File: src/rtl/excl_mon_pkg.sv
// Shared types for the exclusive-access reservation monitor.
// Assumes: request kinds use a two-bit encoding fixed at the block's ports.
package excl_mon_pkg;

    typedef enum logic [1:0] {
        KIND_IDLE = 2'd0,
        KIND_LDX  = 2'd1,
        KIND_ST   = 2'd2,
        KIND_STX  = 2'd3
    } acc_kind_e;

    typedef enum logic {
        RSV_OPEN = 1'b0,
        RSV_EXCL = 1'b1
    } rsv_state_e;

endpackage

File: src/rtl/excl_mon_decode.sv
// Request decoder: turns the single incoming access into per-core strobes.
// Assumes: req_core < NCORE; one access per cycle.
module excl_mon_decode #(
    parameter int NCORE = 4,
    localparam int CW = (NCORE > 1) ? $clog2(NCORE) : 1
) (
    input  logic [1:0]       req_kind,
    input  logic [CW-1:0]    req_core,
    output logic [NCORE-1:0] ldx_own,
    output logic [NCORE-1:0] stx_own,
    output logic             st_any,
    output logic             stx_req
);
    import excl_mon_pkg::*;

    acc_kind_e kind;

    // Classify the access kind.
    always_comb begin
        kind    = acc_kind_e'(req_kind);
        st_any  = (kind == KIND_ST);
        stx_req = (kind == KIND_STX);
    end

    // Per-core select strobes, one pair per core.
    for (genvar gi = 0; gi < NCORE; gi++) begin : g_sel
        localparam logic [CW-1:0] IDX = CW'(gi);
        assign ldx_own[gi] = (kind == KIND_LDX) && (req_core == IDX);
        assign stx_own[gi] = (kind == KIND_STX) && (req_core == IDX);
    end

endmodule

File: src/rtl/excl_mon_entry.sv
// One core's reservation entry: state, tag, participation flag and the
// forced-failure counter. Reports a grant when its core's store-exclusive
// matches and no forced failure is due.
// Assumes: at most one of ldx_i / st_any_i / stx_i / snoop_win_i per cycle.
module excl_mon_entry #(
    parameter int AW       = 16,
    parameter int GRAN_LSB = 4,
    parameter int FAIL_MAX = 9,
    localparam int CNTW = $clog2(FAIL_MAX + 1)
) (
    input  logic          clk,
    input  logic          rst_n,
    input  logic          dereg_i,
    input  logic          ldx_i,
    input  logic          st_any_i,
    input  logic          stx_i,
    input  logic          snoop_win_i,
    input  logic [AW-1:0] addr_i,
    output logic          excl_o,
    output logic [AW-1:0] tag_o,
    output logic          grant_o
);
    import excl_mon_pkg::*;

    rsv_state_e    state_q;
    logic [AW-1:0] tag_q;
    logic          member_q;
    logic [CNTW-1:0] cnt_q;
    logic          own_match;
    logic          fail_due;
    logic          gran_hit;

    // Match conditions for the requester path and the snoop path.
    always_comb begin
        own_match = stx_i && !dereg_i && (state_q == RSV_EXCL) && (tag_q == addr_i);
        fail_due  = (cnt_q >= CNTW'(FAIL_MAX));
        gran_hit  = (tag_q[AW-1:GRAN_LSB] == addr_i[AW-1:GRAN_LSB]);
        grant_o   = own_match && !fail_due;
        excl_o    = (state_q == RSV_EXCL);
        tag_o     = tag_q;
    end

    // Reservation state, tag and participation update.
    always_ff @(posedge clk) begin
        if (!rst_n) begin
            state_q  <= RSV_OPEN;
            tag_q    <= '0;
            member_q <= 1'b0;
        end else if (dereg_i) begin
            state_q  <= RSV_OPEN;
            tag_q    <= '0;
            member_q <= 1'b0;
        end else if (ldx_i) begin
            state_q  <= RSV_EXCL;
            tag_q    <= addr_i;
            member_q <= 1'b1;
        end else if (st_any_i && member_q && state_q == RSV_EXCL) begin
            state_q <= RSV_OPEN;
            tag_q   <= '0;
        end else if (own_match) begin
            state_q <= RSV_OPEN;
            tag_q   <= '0;
        end else if (snoop_win_i && member_q && state_q == RSV_EXCL && gran_hit) begin
            state_q <= RSV_OPEN;
            tag_q   <= '0;
        end
    end

    // Forced-failure counter: wraps to zero on the match that fails.
    always_ff @(posedge clk) begin
        if (!rst_n) begin
            cnt_q <= '0;
        end else if (own_match) begin
            cnt_q <= fail_due ? '0 : cnt_q + 1'b1;
        end
    end

    assert_excl_member_R10: assert property (@(posedge clk) disable iff (!rst_n)
        (state_q == RSV_EXCL) |-> member_q);
    assert_dereg_clears_R10: assert property (@(posedge clk) disable iff (!rst_n)
        dereg_i |=> (!excl_o && !member_q));
    assert_ldx_reserves_R3: assert property (@(posedge clk) disable iff (!rst_n)
        (ldx_i && !dereg_i) |=> (excl_o && tag_o == $past(addr_i)));
    assert_store_drops_R4: assert property (@(posedge clk) disable iff (!rst_n)
        (st_any_i && !dereg_i) |=> !excl_o);
    assert_miss_keeps_R6: assert property (@(posedge clk) disable iff (!rst_n)
        (stx_i && !dereg_i && excl_o && tag_o != addr_i) |=> (excl_o && $stable(tag_o)));
    assert_cnt_bound_R7: assert property (@(posedge clk) disable iff (!rst_n)
        cnt_q <= CNTW'(FAIL_MAX));
    assert_match_clears_R5: assert property (@(posedge clk) disable iff (!rst_n)
        own_match |=> !excl_o);

endmodule

File: src/rtl/excl_global_monitor.sv
// System-wide exclusive monitor: one reservation entry per core, one access
// per cycle, registered pass/fail result for every store-exclusive. A pass
// invalidates other cores' reservations in the same address granule.
// Assumes: req_core < NCORE; req_kind holds one of the four encodings.
module excl_global_monitor #(
    parameter int NCORE    = 4,
    parameter int AW       = 16,
    parameter int GRAN_LSB = 4,
    parameter int FAIL_MAX = 9,
    localparam int CW = (NCORE > 1) ? $clog2(NCORE) : 1
) (
    input  logic             clk,
    input  logic             rst_n,
    input  logic [1:0]       req_kind,
    input  logic [CW-1:0]    req_core,
    input  logic [AW-1:0]    req_addr,
    input  logic [NCORE-1:0] dereg,
    output logic             resp_valid,
    output logic             resp_ok
);
    logic [NCORE-1:0]         ldx_own;
    logic [NCORE-1:0]         stx_own;
    logic                     st_any;
    logic                     stx_req;
    logic [NCORE-1:0]         grant;
    logic [NCORE-1:0]         excl;
    logic [NCORE-1:0][AW-1:0] tag;
    logic                     stx_win;

    excl_mon_decode #(.NCORE(NCORE)) u_decode (
        .req_kind (req_kind),
        .req_core (req_core),
        .ldx_own  (ldx_own),
        .stx_own  (stx_own),
        .st_any   (st_any),
        .stx_req  (stx_req)
    );

    // A pass is granted by exactly the requesting entry.
    assign stx_win = |grant;

    for (genvar gi = 0; gi < NCORE; gi++) begin : g_entry
        excl_mon_entry #(
            .AW       (AW),
            .GRAN_LSB (GRAN_LSB),
            .FAIL_MAX (FAIL_MAX)
        ) u_entry (
            .clk         (clk),
            .rst_n       (rst_n),
            .dereg_i     (dereg[gi]),
            .ldx_i       (ldx_own[gi]),
            .st_any_i    (st_any),
            .stx_i       (stx_own[gi]),
            .snoop_win_i (stx_win && !stx_own[gi]),
            .addr_i      (req_addr),
            .excl_o      (excl[gi]),
            .tag_o       (tag[gi]),
            .grant_o     (grant[gi])
        );

        assert_snoop_clear_R8: assert property (@(posedge clk) disable iff (!rst_n)
            (stx_win && !stx_own[gi] && !dereg[gi] && excl[gi] &&
             tag[gi][AW-1:GRAN_LSB] == req_addr[AW-1:GRAN_LSB]) |=> !excl[gi]);
        assert_fail_no_effect_R9: assert property (@(posedge clk) disable iff (!rst_n)
            (stx_req && !stx_win && !stx_own[gi] && !dereg[gi] && excl[gi])
            |=> (excl[gi] && $stable(tag[gi])));
    end

    // Registered store-exclusive response.
    always_ff @(posedge clk) begin
        if (!rst_n) begin
            resp_valid <= 1'b0;
            resp_ok    <= 1'b0;
        end else begin
            resp_valid <= stx_req;
            resp_ok    <= stx_win;
        end
    end

    assert_one_grant_R5: assert property (@(posedge clk) disable iff (!rst_n)
        $onehot0(grant));
    assert_ok_needs_valid_R2: assert property (@(posedge clk) disable iff (!rst_n)
        resp_ok |-> resp_valid);
    assert_valid_follows_R2: assert property (@(posedge clk) disable iff (!rst_n)
        stx_req |=> resp_valid);
    assert_no_spurious_R2: assert property (@(posedge clk) disable iff (!rst_n)
        !stx_req |=> !resp_valid);

endmodule

File: config.mk
export PLATFORM = sky130hd
export DESIGN_NAME = excl_global_monitor
export DESIGN_NICKNAME = d
export VERILOG_FILES = /design/src/rtl/excl_mon_pkg.sv /design/src/rtl/excl_mon_decode.sv /design/src/rtl/excl_mon_entry.sv /design/src/rtl/excl_global_monitor.sv
export SDC_FILE = /design/constraint.sdc
export NUM_CORES = 1
export LEC_CHECK = 0
export BUFFER_PORTS_ARGS = -buffer_cell sky130_fd_sc_hd__buf_2
export CAP_MARGIN = 20
export CORE_UTILIZATION = 55
export CTS_CLUSTER_DIAMETER = 40
export DETAILED_ROUTE_END_ITERATION = 8
export GPL_ROUTABILITY_DRIVEN = 0
export PLACE_DENSITY = 0.76
export SLEW_MARGIN = 0
export SYNTH_ARGS = -nofsm -noshare
export SYNTH_HDL_FRONTEND = slang
export SYNTH_SLANG_ARGS = --single-unit
File: constraint.sdc
create_clock -name clk -period 1.9 [get_ports clk]
set_input_delay 0.38 -clock clk [delete_from_list [all_inputs] [get_ports clk]]
set_output_delay 0.38 -clock clk [all_outputs]
set_load 0.01 [all_outputs]
==> impl_metrics.tcl <==
set metrics [dict create \
    drtIter0Drc 429 \
    layout_setup_ws_ns -0.0135 \
    ir_drop_mv 0.452 \
    dp_hpwl_um 9670 \
    ys.flop_type "dfxtp_1" \
    switching_share_pct 27.2 \
    yosys-top-cells-area "dfxtp_1 (35%), a32oi_1 (11%), xnor2_1 (11%)" \
    grt_usage_pct 29.8 \
    synth-edff-count 0 \
    initial_core_util_pct 57.5 \
    core_region_area_mm2 0.00885 \
    place_area_mm2 0.00595 \
    drc 0 \
    ys_async_sr_fraction_pct 0 \
    power.density_mw_per_mm2 582 \
    tritoncts "done" \
    synthCells 588 \
    clk_pin_slew_ns 0.09 \
    switchingPower_mw 1.02 \
    grt_max_degree 35 \
    hold_path_class "input port to flop" \
    cp.required_ns 2.19 \
    wl_per_cell_um 19.3 \
    core.rowCount 34 \
    layout_common_cells "dfxtp_1 (84), nand3_1 (77), buf_4 (77), a32oi_1 (65), xnor2_1 (60)" \
    htree_levels 3 \
    synth.top_cell.area_share_pct 35.4 \
    grt_pass1_vias 4777 \
    drtPass1Iterations 9 \
    ant_nets 0 \
    p_seq_share_pct 51.5 \
    rsz0062_at_grt "true" \
    ys_seq_area_share_pct 35.4 \
    cts_root_buf "clkbuf_8" \
    synth_largest_area_cell "dfxtp_1" \
    postCtsHoldBufs 0 \
    cts_sinks 90 \
    fill_cells 662 \
    leakage_nw 2.19 \
    multiInputGateArea_mm2 0.00319 \
    setup.worst_path.end_class "flop" \
    crit_family "compound AO/OA/AOI/OAI gates" \
    layout_commonest_cell "dfxtp_1" \
    die_w_um 98.2 \
    slew_violations 0 \
    criticalPathCategory "flop to flop" \
    cts_buffers 9 \
    finClkSkew_ns 0.00817 \
    layout-drive-gt1-share_pct 27.9 \
    drt-total-wl_um 15100 \
    ys_seq_elements 90 \
    critPathSlowestCell "dfxtp_1" \
    cap_violations 0 \
    dieArea_mm2 0.00963 \
    timing.critical_path.cells "inv_1, ha_1, a21boi_2, nor3_2, a32oi_2, nand3_4, clkbuf_16, o21ai_0" \
    netlist_area_mm2 0.00508 \
    diodes 0 \
    grt_pass1_wl_um 23100 \
    final-hold-violation-count 0 \
    critPathBufInv 2 \
    status "finished, violations left" \
    cp.arrival_ns 2.21 \
    power.internal_mw 2.73 \
    clock_path_buffers 2 \
    layout.area.seq_mm2 0.00181 \
    drt-vias-per-instance 6.62 \
    critPathMaxFanout 17 \
    power.share.combinational_pct 12.0 \
    power.share.clock_pct 36.5 \
    port_buffers 27 \
    post-place-ws_ns -0.280 \
    max_stage_delay_ns 0.37 \
    violations "setup timing" \
    worst_slew_pin_slew_ns 0.808 \
    io_pins 28 \
    die_h_um 98.2 \
    yosysWarnings 0 \
    vias 5160 \
    worst_setup_path_start_kind "flop" \
    max-slew-margin-rel_pct 46.1 \
    nNetsFinal 704 \
    fmax_mhz 523 \
    grt_overflow 0 \
    syn_nets 626 \
    r2r_slack_ns -0.01 \
    fin_area_mm2 0.00644 \
    antenna_found_initial 0 \
    synth_area_per_cell_um2 8.65 \
    post-route-period-util_pct 101 \
    setup_violations 2 \
    finalCriticalPeriod_ns 1.91 \
    areaGrowthSynthToFinish_pct 26.6 \
    clock_latency_ns 0.38 \
    ys_types 45 \
]
-- registers in the layout, summed over array words and instances (netlist names) --
signal                    count
g_entry.u_entry.cnt_q        16
g_entry.u_entry.excl_o        4
g_entry.u_entry.member_q      4
g_entry.u_entry.tag_o        64
resp_ok                       1
resp_valid                    1
-- worst paths after layout --
path,startpoint,endpoint,cells after the start
worst min-delay path,req_addr[4],g_entry[1].u_entry.tag_o[4],3
worst min register to register,g_entry[2].u_entry.cnt_q[0],g_entry[2].u_entry.cnt_q[0],2
worst max-delay path,g_entry[3].u_entry.cnt_q[0],g_entry[1].u_entry.tag_o[7],8
worst max register to register,g_entry[3].u_entry.cnt_q[0],g_entry[1].u_entry.tag_o[7],8
-- what timing repair did --
action,in CTS,in global routing
setup buffers,1,4
endpoints found under the setup margin,25,71
pin swaps,1,9
gates cloned,0,4
resized for setup,4,28
-- stage by stage --
stage / hold slack, ns / std cells / util (%) / power (mW) / setup TNS, ns
floorplan: 0.462 / 588 / - / 2.21 / 0
global placement: 0.472 / 753 / 67.3 / 2.39 / -11.87
detailed placement: 0.481 / 753 / 67.3 / 2.40 / -14.98
CTS: 0.297 / 770 / 69.8 / 3.75 / 0
global route: 0.336 / 779 / 72.7 / 3.87 / -2.06
finish: 0.311 / 779 / 72.7 / 3.75 / -0.0216
-- synthesized netlist by cell type, types with 2 or more instances --
library cell,instances
inv_1,9
o221a_2,4
nor3_1,2
nand2_1,21
clkbuf_1,21
nor3b_2,5
and3_1,4
xnor2_1,64
clkbuf_2,4
nand3_2,2
nand4_1,22
a32oi_1,66
nand3b_1,3
o21ai_0,44
nor2_1,21
o21ai_1,28
nor2b_1,3
o21ai_2,4
ha_1,12
buf_2,28
a31oi_1,5
nand3_1,78
nor3_2,5
buf_6,2
a311oi_2,4
dfxtp_1,90
nand4b_1,4
nand2b_1,5
a21oi_1,12
-- worst min-delay path, cell delays in order --
cell	delay [ns]
buf_2	0.14
a32oi_1	0.06
o21ai_0	0.07
-- power groups by stage --
| stage | Clock (mW) | Combinational [mW] | Sequential, mW |
|---|---|---|---|
| after floorplan | 0 | 0.239 | 1.97 |
| after global placement | 0 | 0.417 | 1.97 |
| after detailed placement | 0 | 0.428 | 1.97 |
| after CTS | 1.39 | 0.433 | 1.93 |
| after global routing | 1.46 | 0.475 | 1.93 |
| final | 1.37 | 0.451 | 1.93 |
-- logic make-up after synthesis --
group	share of synthesized area (%)
AO/OA/AOI/OAI	23.7
XOR/XNOR	11.0
adder cells (fa/ha/maj)	2.95
buffers and inverters	6.03
flip-flops	35.4
AND/OR/NAND/NOR	20.9
-- area by class of cell --
class	count	area share, %
multi-input cells	433	49.6
well taps	108	2.10
repair buffers	122	16.5
flip-flops and latches	90	28.1
inverters	10	0.583
clock inverters	7	1.22
clock buffers	9	1.92
-- routing by layer --
layer | track usage (%) | wire, um | vias up
li1 | - | - | 2390
met1 | 37.8 | 6110 | 2477
met2 | 51.1 | 7390 | 250
met3 | 5.65 | 1140 | 43
met4 | 9.53 | 429 | 0
met5 | 0 | 0 | -
Power figures use the tool's default switching activity.
